<file path="src/rtl/nonpcm_burst_detector.sv">
module nonpcm_burst_detector #(
  parameter int          WORD_W         = 16,
  parameter int          ZERO_RUN       = 4,
  parameter int          TIMEOUT_FRAMES = 4096,
  parameter logic [15:0] SYNC_A         = 16'hF872,
  parameter logic [15:0] SYNC_B         = 16'h4E1F
) (
  input  logic              clk,
  input  logic              rst,
  input  logic              word_vld,
  input  logic [WORD_W-1:0] word_in,
  input  logic              frame_stb,
  output logic              npcm_flag,
  output logic [WORD_W-1:0] pc_word,
  output logic [WORD_W-1:0] pd_word,
  output logic              burst_evt
);

  localparam int CW = $clog2(TIMEOUT_FRAMES + 1);
  localparam int ZW = $clog2(ZERO_RUN + 1);
  localparam logic [CW-1:0] CNT_LAST = CW'(TIMEOUT_FRAMES - 1);
  localparam logic [CW-1:0] CNT_SAT  = CW'(TIMEOUT_FRAMES);
  localparam logic [ZW-1:0] ZRUN     = ZW'(ZERO_RUN);

  typedef enum logic [1:0] {HUNT, WANT_B, TAKE_PC, TAKE_PD} st_t;

  st_t               st;
  logic [ZW-1:0]     zcnt;
  logic [CW-1:0]     fcnt;
  logic [WORD_W-1:0] pc_hold;

  logic is_zero, is_a, is_b, matched, expire;

  assign is_zero = (word_in == '0);
  assign is_a    = (word_in == WORD_W'(SYNC_A));
  assign is_b    = (word_in == WORD_W'(SYNC_B));
  assign matched = word_vld && (st == WANT_B) && is_b;
  assign expire  = frame_stb && (fcnt == CNT_LAST);

  always_ff @(posedge clk) begin
    if (rst) begin
      st        <= HUNT;
      zcnt      <= '0;
      pc_hold   <= '0;
      pc_word   <= '0;
      pd_word   <= '0;
      burst_evt <= 1'b0;
    end else begin
      burst_evt <= 1'b0;
      if (word_vld) begin
        case (st)
          HUNT: begin
            if (is_zero) begin
              if (zcnt != ZRUN) zcnt <= zcnt + 1'b1;
            end else if (is_a && zcnt == ZRUN) begin
              st   <= WANT_B;
              zcnt <= '0;
            end else begin
              zcnt <= '0;
            end
          end
          WANT_B: begin
            if (is_b) begin
              st   <= TAKE_PC;
              zcnt <= '0;
            end else begin
              st   <= HUNT;
              zcnt <= is_zero ? ZW'(1) : '0;
            end
          end
          TAKE_PC: begin
            pc_hold <= word_in;
            st      <= TAKE_PD;
          end
          default: begin
            pc_word   <= pc_hold;
            pd_word   <= word_in;
            burst_evt <= 1'b1;
            st        <= HUNT;
            zcnt      <= '0;
          end
        endcase
      end
    end
  end

  always_ff @(posedge clk) begin
    if (rst) begin
      fcnt      <= '0;
      npcm_flag <= 1'b0;
    end else if (matched) begin
      fcnt      <= '0;
      npcm_flag <= 1'b1;
    end else begin
      if (frame_stb && fcnt != CNT_SAT) fcnt <= fcnt + 1'b1;
      if (expire) npcm_flag <= 1'b0;
    end
  end

endmodule

</file>
<file path="config.mk">
export PLATFORM = sky130hd
export DESIGN_NAME = nonpcm_burst_detector
export DESIGN_NICKNAME = d
export VERILOG_FILES = /design/src/rtl/nonpcm_burst_detector.sv
export SDC_FILE = /design/constraint.sdc
export NUM_CORES = 1
export LEC_CHECK = 0
export CAP_MARGIN = 40
export CELL_PAD_IN_SITES_DETAIL_PLACEMENT = 0
export CELL_PAD_IN_SITES_GLOBAL_PLACEMENT = 1
export CORE_ASPECT_RATIO = 0.5
export CORE_MARGIN = 2
export CORE_UTILIZATION = 45
export CTS_BUF_LIST = sky130_fd_sc_hd__clkbuf_4 sky130_fd_sc_hd__clkbuf_8 sky130_fd_sc_hd__clkbuf_16
export DETAILED_ROUTE_END_ITERATION = 10
export DONT_BUFFER_PORTS = 1
export PLACE_DENSITY = 0.78
export SYNTH_ARGS = -nofsm -noshare
export SYNTH_HDL_FRONTEND = slang
export SYNTH_SLANG_ARGS = --single-unit
</file>
<file path="constraint.sdc">
create_clock -name clk -period 2.05 [get_ports clk]
set_clock_uncertainty 0.15 [all_clocks]
set_input_delay 0.615 -clock clk [delete_from_list [all_inputs] [get_ports clk]]
set_output_delay 0.615 -clock clk [all_outputs]
set_load 0.01 [all_outputs]
</file>
==> results of run 1 <==
## kinds of logic (layout without fill, tap and decap cells)
logic type / after synthesis / after routing / share of synthesized area
buffers and inverters: 28 / 33 / 0.04167
adders and majority gates: 4 / 4 / 0.01832
xor gates and xnor gates: 11 / 11 / 0.03526
and+or+nand+nor: 163 / 163 / 0.2651
muxes: 1 / 1 / 0.003663
AOI/OAI and AO/OA: 66 / 66 / 0.1378
DFF: 68 / 68 / 0.4982
## cell type report
cell class | count | area [um2] | area share
Tap cell | 73 | 91.34 | 0.02931
Inverter | 9 | 33.78 | 0.01084
Timing Repair Buffer | 8 | 60.06 | 0.01927
Clock inverter | 3 | 45.04 | 0.01445
Multi-Input combinational cell | 245 | 1257 | 0.4035
Sequential cell | 68 | 1361 | 0.4368
Clock buffer | 13 | 267.8 | 0.08591
## flip-flops by register name (all words and copies together), names as in the netlist
register and cells:
pc_word 16, pd_word 16, st 2, pc_hold 16, burst_evt 1, npcm_flag 1
fcnt 13, zcnt 3
## power breakdown
group / internal (mW) / total [mW] / leakage [nW] / switching (mW)
registers: 1.33 / 1.33 / 0.548 / 0.00786
logic: 0.0208 / 0.0413 / 0.333 / 0.0205
clock network: 1.03 / 1.58 / 0.149 / 0.549
## critical path: stages (launching register included)
cell and delay [ns]:
dfxtp_1 0.33, inv_1 0.08, ha_1 0.18, nand2_1 0.10
or4b_1 0.51, or3_1 0.31, a21oi_1 0.14
## metal layers
metal | share of wire | routed length [um] | global-route usage
met5 | 0 | 0 | 0
met4 | 0.021 | 135 | 0.1098
met3 | 0.072 | 464 | 0.08589
met2 | 0.45 | 2928 | 0.3418
met1 | 0.46 | 2951 | 0.2521
## cells in the final DEF, fill, tap and decap left out, drive strengths merged, types with 4 or more instances in the layout
master and n:
nor3 7, clkbuf 13, nor2 19, xnor2 9, nand3 6, nor4 6
nand2 106, a21oi 51, dfxtp 68, ha 4, inv 9, nand4 8
o21ai 5, buf 8
## cell usage after synthesis, drive strengths merged, types with 2 or more instances
cell    number
nand4        8
nor4b        2
ha           4
dfxtp       68
xnor2        9
inv          9
buf          5
nand3        6
nor3         7
o41ai        2
clkbuf      14
nand2      106
a21oi       51
and3         2
nor2        19
a31oi        2
a21o         2
o21ai        5
nor4         6
xor2         2
## path summary, 6_finish.rpt
kind,slack (ns),cells after the start,from,end
setup / recovery,0.18,6,zcnt[0]$_SDFFE_PP0P_,st[0]$_SDFFE_PP0P_
setup reg to reg,0.18,6,zcnt[0]$_SDFFE_PP0P_,st[0]$_SDFFE_PP0P_
hold reg to reg,0.29,2,pc_hold[12]$_SDFFE_PP0P_,pc_word[12]$_SDFFE_PP0P_
hold / removal,0.20,1,rst,pc_hold[2]$_SDFFE_PP0P_
## through the flow
stage	total power, mW	area (um2)	hold WS [ns]	utilization
after floorplan	1.411	2733	0.2821	-
after global placement	1.402	2804	0.2827	0.4956
after detailed placement	1.404	2804	0.2851	0.4956
after CTS	2.986	3117	0.1966	0.5509
after global routing	3.056	3117	0.1843	0.5509
final	2.959	3117	0.1996	0.5509
==> flow_summary.toml, run 1 <==
[status]
status = "finished, final reports clean"

[yosys]
synthesis.nets = 365
syn_area_per_cell_um2 = 8.014
synthTopCellsByArea = "dfxtp_1 50%, nand2_1 14%, a21oi_1 9.3%"
synth_warnings = 0
seq_area_frac_synth = 0.4982
synth_top_flop_cell = "dfxtp_1"
async_reset_ff_frac = 0
syn_inst = 341
synth-edff-count = 0
ys_types = 37
ys_seq_elements = 68
syn_area_mm2 = 0.002733
yosys.area.top_type = "dfxtp_1"
synth_top_area_frac = 0.4982

[floorplanning]
initial_utilization = 0.4830
io_pins = 54
row_count = 19
core_area_mm2 = 0.005658
die_y_um = 59.10
die-area_mm2 = 0.006750
die_x_um = 114.2

[routing]
wl_per_cell_um = 15.47
drtAntennaViolNets = 0
dr.pass1.iters = 4
wl_um = 6480
dr.first_iter.drc_count = 150
vias = 2265
drc_errors = 0
via_per_inst = 5.406

[clock_network]
worstSkewPairLatency_ns = 0.33
cts_tree = "yes"
cts-root-buf = "clkbuf_16"
ctsHoldBuffers = 0
clk_pin_slew_ns = 0.06
h-tree-depth = 3
cts.path.max_buffers = 2
post-cts-setup-buffer-count = 0
cts_resized = 0
numClockSinks = 68
cts_buffers = 9

[min_path]
hp-class = "in2reg"

[timing]
hold_viol = 0
setup-tns-final_ns = 0
period_minus_slack_ns = 1.875
period_share = 0.9146
slew_violations = 0
postLayoutSetupSlackWorst_ns = 0.1752
max_slew.worst_pin.slew_ns = 0.4199
grt_setup_unrepaired = "no"
finalSetupViolCount = 0
slew_headroom = 0.7190
fmax_mhz = 533.4

[setup_path]
crit_type = "reg2reg"
crit_path_end_kind = "register"
path_max_fanout = 4
worstPathRequired_ns = 2.16
cp-start-kind = "register"
worstPathArrival_ns = 1.99

[cells_and_area]
nNetsFinal = 365
fillers = 551
fin_cells = 419
area_growth_pct = 14.06
antenna_cells = 0
drive_gt1_frac = 0.08382

[grt]
antenna_found_initial = 0
first_global_vias = 2254
grt_start_max_net_pins = 55
grt.total_usage = 0.2132
gr-total-overflow = 0
grt_pass1_wl_um = 10720

[run]
drv_cap = 0

[placement]
dp.cells = 403
gp_congestion = 0.8721
dp_hpwl_um = 4463
pre_cts_slack_ns = 0.08720
port-buffer-count = 0

[power]
ir_worst_vdd_mv = 0.5069
p_leak_nw = 1.029
p_per_area_mw_per_mm2 = 949.5
Power figures use the tool's default switching activity.
==> inputs of run 2 (changes only) <==
Settings changed: GPL_TIMING_DRIVEN set to 0.
==> run 2 against run 1 <==
Critical path depth unchanged. Non-clock buffer count is 11 higher. Sequential share of layout area decreased by 0.38 points. Combinational power up 57%. Highest routed layer unchanged.
==> flow_summary.toml, run 2 (synthesized netlist as in run 1, its figures left out) <==
[timing]
period_share = 0.8957
slew_violations = 0
grt_setup_unrepaired = "no"
fmax_mhz = 544.6
finalSetupViolCount = 0
max_slew.worst_pin.slew_ns = 0.5295
postLayoutSetupSlackWorst_ns = 0.2139
whs_ns = 0.2676
period_minus_slack_ns = 1.836
slew_headroom = 0.6457
hold_viol = 0

[clock_network]
cts-root-buf = "clkbuf_16"
cts_tree = "yes"
ctsHoldBuffers = 0
cts.path.max_buffers = 2
worstSkewPairLatency_ns = 0.33
h-tree-depth = 3
cts_buffers = 9
numClockSinks = 68
clk_pin_slew_ns = 0.05
post-cts-setup-buffer-count = 0
cts_resized = 0

[floorplanning]
die-area_mm2 = 0.006750
initial_utilization = 0.4830
io_pins = 54
die_x_um = 114.2
die_y_um = 59.10
row_count = 19
core_area_mm2 = 0.005658

[setup_path]
crit_type = "reg2reg"
cp-start-kind = "register"
crit_chain = "inv_1 > ha_1 > nand2_1 > or4b_1 > or3_1 > a21oi_1"
cpPeakStageDelay_ns = 0.50
path_max_fanout = 4
slowest_stage = "or4b_1"
crit_path_end_kind = "register"
worstPathArrival_ns = 1.95
worstPathRequired_ns = 2.16

[power]
p_int_mw = 2.453
p_total_mw = 3.032
p_clk_frac = 0.538
p_sw_mw = 0.5786
power_frac_seq = 0.440
p_leak_nw = 1.039
p_per_area_mw_per_mm2 = 964.2
combPwrFrac = 0.021
ir_worst_vdd_mv = 0.5790
sw_frac_of_total = 0.1908

[routing]
via_per_inst = 5.268
dr.first_iter.drc_count = 126
drc_errors = 0
wl_per_cell_um = 15.13
dr.pass1.iters = 5
wl_um = 6491
vias = 2260
drtAntennaViolNets = 0

[placement]
gp_congestion = 0.7675
pre_cts_slack_ns = -0.09336
port-buffer-count = 0
dp_hpwl_um = 4720
place_area_mm2 = 0.002824
dp.cells = 414

[grt]
grt.total_usage = 0.2107
first_global_vias = 2169
gr-total-overflow = 0
grt_pass1_wl_um = 10580
grt_start_max_net_pins = 12
antenna_found_initial = 0

[cells_and_area]
fillers = 536
drive_gt1_frac = 0.07022
final_cell_mix = "105 x nand2_1, 68 x dfxtp_1, 51 x a21oi_1"
area_growth_pct = 15.06
reg_top3 = "pc_hold (16), pc_word (16), pd_word (16)"
final_common_cell = "nand2_1"
final_area_mm2 = 0.003144
fin_cells = 429
nNetsFinal = 376
antenna_cells = 0

[status]
status = "finished, final reports clean"

[run]
drv_cap = 0

[min_path]
hp-class = "in2reg"
[run 2: cell count changes in the layout (fill, tap and decap cells not counted)]
cell,previous run,this run
buf_2,0,4
clkinv_2,0,1
bufinv_16,1,2
clkbuf_1,0,14
clkbuf_4,2,1
buf_4,8,1
clkbuf_8,2,1
clkinv_4,0,1
clkinvlp_4,2,0
[run 2: cell type report]
class | count | area, um2 | area share
Sequential cell | 68 | 1361 | 0.4329
Multi-Input combinational cell | 245 | 1257 | 0.3999
Clock buffer | 11 | 246.5 | 0.07839
Tap cell | 73 | 91.34 | 0.02905
Buffer | 19 | 80.08 | 0.02547
Clock inverter | 4 | 73.82 | 0.02348
Inverter | 9 | 33.78 | 0.01074
[run 2: power groups by stage]
stage	Sequential [mW]	Clock [mW]	Combinational, mW
after floorplan	1.36	0	0.0506
after global placement	1.36	0	0.0638
after detailed placement	1.36	0	0.0654
after CTS	1.33	1.67	0.0656
after global routing	1.33	1.72	0.0739
final	1.33	1.63	0.0650
[run 2: routing by layer]
layer	vias up	global-route usage	part of all wire
met5	-	0	0
met4	0	0.06794	0.0091
met3	5	0.09714	0.069
met2	45	0.3418	0.45
met1	1039	0.2535	0.47
li1	1171	-	-
[run 2: metrics by stage]
| step | utilization | setup TNS (ns) |
|---|---|---|
| 2_1_floorplan | - | 0 |
| 3_3_place_gp | 0.4991 | -0.04631 |
| 3_5_place_dp | 0.4991 | -0.5819 |
| 4_1_cts | 0.5557 | 0 |
| 5_1_grt | 0.5557 | 0 |
| 6_report | 0.5557 | 0 |
[run 2: critical path, delay by kind of cell (launching register included)]
family / cells / cell delay, ns
AOI/OAI and AO/OA: 1 / 0.14
and+or+nand+nor: 3 / 0.92
DFF: 1 / 0.33
adders and majority gates: 1 / 0.18
buffers and inverters: 1 / 0.06
[run 2: worst paths after layout]
path                                              start  slack [ns]  cells after the start                 endpoint
worst max-delay path               zcnt[0]$_SDFFE_PP0P_        0.21                      6       st[0]$_SDFFE_PP0P_
worst max register to register     zcnt[0]$_SDFFE_PP0P_        0.21                      6       st[0]$_SDFFE_PP0P_
worst min-delay path                         word_in[3]        0.27                      2  pc_hold[3]$_SDFFE_PP0P_
worst min register to register  pc_hold[7]$_SDFFE_PP0P_        0.30                      2  pc_word[7]$_SDFFE_PP0P_
==> inputs of run 3 (changes only) <==
Settings changed: REMOVE_ABC_BUFFERS set to 1.
==> run 3 against run 2 <==
Setup slack lost 0.095 ns. Combinational power is 38% lower. Final cell count fell by 3.5%. Maximum frequency fell by 4.9%. Routed wire length decreased by 8.0%. Die area stayed put. Critical path type unchanged. Largest cell class unchanged.
==> flow_summary.toml, run 3 (synthesized netlist as in run 1, its figures left out) <==
[setup_path]
crit_buf_inv = 1
path_max_fanout = 4
slowest_stage = "or4b_1"
cp-start-kind = "register"
worstPathRequired_ns = 2.15
worstPathArrival_ns = 2.03
crit_path_end_kind = "register"
cp_top_family = "simple AND/OR/NAND/NOR gates"
crit_chain = "inv_1 > ha_1 > nand2_1 > or4b_1 > or3_1 > a21oi_1"
crit_type = "reg2reg"
cpPeakStageDelay_ns = 0.53

[floorplanning]
initial_utilization = 0.4830
die_y_um = 59.10
die-area_mm2 = 0.006750
io_pins = 54
core_area_mm2 = 0.005658
die_x_um = 114.2
row_count = 19

[power]
combPwrFrac = 0.014
p_total_mw = 2.908
ir_worst_vdd_mv = 0.5088
p_int_mw = 2.316
power_frac_seq = 0.458
p_leak_nw = 1.016
sw_frac_of_total = 0.2036
p_per_area_mw_per_mm2 = 935.4
p_clk_frac = 0.528
p_sw_mw = 0.5922

[timing]
period_minus_slack_ns = 1.931
max_slew.worst_pin.slew_ns = 0.7631
slew_headroom = 0.4895
fmax_mhz = 518.0
period_share = 0.9418
grt_setup_unrepaired = "no"
slew_violations = 0
finalSetupViolCount = 0
hold_viol = 0

[clock_network]
ctsHoldBuffers = 0
cts_tree = "yes"
post-cts-setup-buffer-count = 0
worstSkewPairLatency_ns = 0.33
cts.path.max_buffers = 2
clk_pin_slew_ns = 0.05
h-tree-depth = 3
numClockSinks = 68
cts_resized = 0
cts-root-buf = "clkbuf_16"
cts_buffers = 9

[min_path]
hp-class = "in2reg"

[routing]
wl_um = 5969
drtAntennaViolNets = 0
dr.pass1.iters = 4
via_per_inst = 5.396
dr.first_iter.drc_count = 180
wl_per_cell_um = 14.42
vias = 2234
drc_errors = 0

[grt]
grt.total_usage = 0.1964
grt_start_max_net_pins = 55
grt_pass1_wl_um = 9846
antenna_found_initial = 0
first_global_vias = 2062
gr-total-overflow = 0

[status]
status = "finished, final reports clean"

[placement]
dp_hpwl_um = 4098
port-buffer-count = 0
gp_congestion = 0.8493

[cells_and_area]
final_common_cell = "nand2_1"
nNetsFinal = 360
drive_gt1_frac = 0.07038
reg_top3 = "pc_hold (16), pc_word (16), pd_word (16)"
final_cell_mix = "105 x nand2_1, 68 x dfxtp_1, 51 x a21oi_1"
area_growth_pct = 13.78
antenna_cells = 0
finalCoreUtilization = 0.5495

[run]
drv_cap = 0
run 3: cell count changes in the layout (fill, tap and decap cells not counted), moves of 2 or more:
cell and change:
buf_16 +2, buf_2 -4, clkbuf_1 -14, clkinvlp_4 +2
run 3: area by class of cell:
class | instances | area [um2]
repair buffers | 3 | 62.56
clock inverters | 6 | 63.81
well taps | 73 | 91.34
fillers | 546 | 2549
flip-flops and latches | 68 | 1361
inverters | 9 | 33.78
multi-input cells | 245 | 1257
clock buffers | 10 | 239.0
run 3: final timing paths:
check                                              from                       to  slack (ns)  cells past startpoint
worst max-delay path               zcnt[0]$_SDFFE_PP0P_       st[0]$_SDFFE_PP0P_        0.12                      6
worst min-delay path                                rst  pd_word[8]$_SDFFE_PP0P_        0.20                      1
worst min register to register  pc_hold[0]$_SDFFE_PP0P_  pc_word[0]$_SDFFE_PP0P_        0.29                      2
worst max register to register     zcnt[0]$_SDFFE_PP0P_       st[0]$_SDFFE_PP0P_        0.12                      6
run 3: worst reg2reg max path, cell delays in order, from the launching register on:
cell	delay, ns
dfxtp_1	0.33
inv_1	0.06
ha_1	0.17
nand2_1	0.11
or4b_1	0.53
or3_1	0.33
a21oi_1	0.18
run 3: per-layer routing:
metal	GRT usage	wire [um]	vias up
met1	0.2246	2636	1041
met5	0	0	-
met3	0.1135	515	12
li1	-	-	1134
met4	0.06272	91	0
met2	0.3155	2726	47
run 3: power by group through the flow:
stage               logic, mW  clock network (mW)  registers [mW]
finish                 0.0402                1.53            1.33
global route           0.0452                1.65            1.33
CTS                    0.0405                1.57            1.33
detailed placement     0.0404                   0            1.36
global placement       0.0385                   0            1.36
floorplan              0.0332                   0            1.36
run 3: stage by stage:
stage | hold WS [ns] | setup TNS, ns | setup WS (ns) | cells | area (um2)
3_3_place_gp | 0.2832 | -5.674 | -0.1525 | 395 | 2744
2_1_floorplan | 0.2760 | 0 | 0.08265 | 322 | 2653
5_1_grt | 0.1830 | 0 | 0.003171 | 414 | 3109
6_report | 0.2019 | 0 | 0.1193 | 414 | 3109
4_1_cts | 0.1837 | 0 | 0.1007 | 414 | 3109
3_5_place_dp | 0.2890 | -2.382 | -0.2021 | 398 | 2806
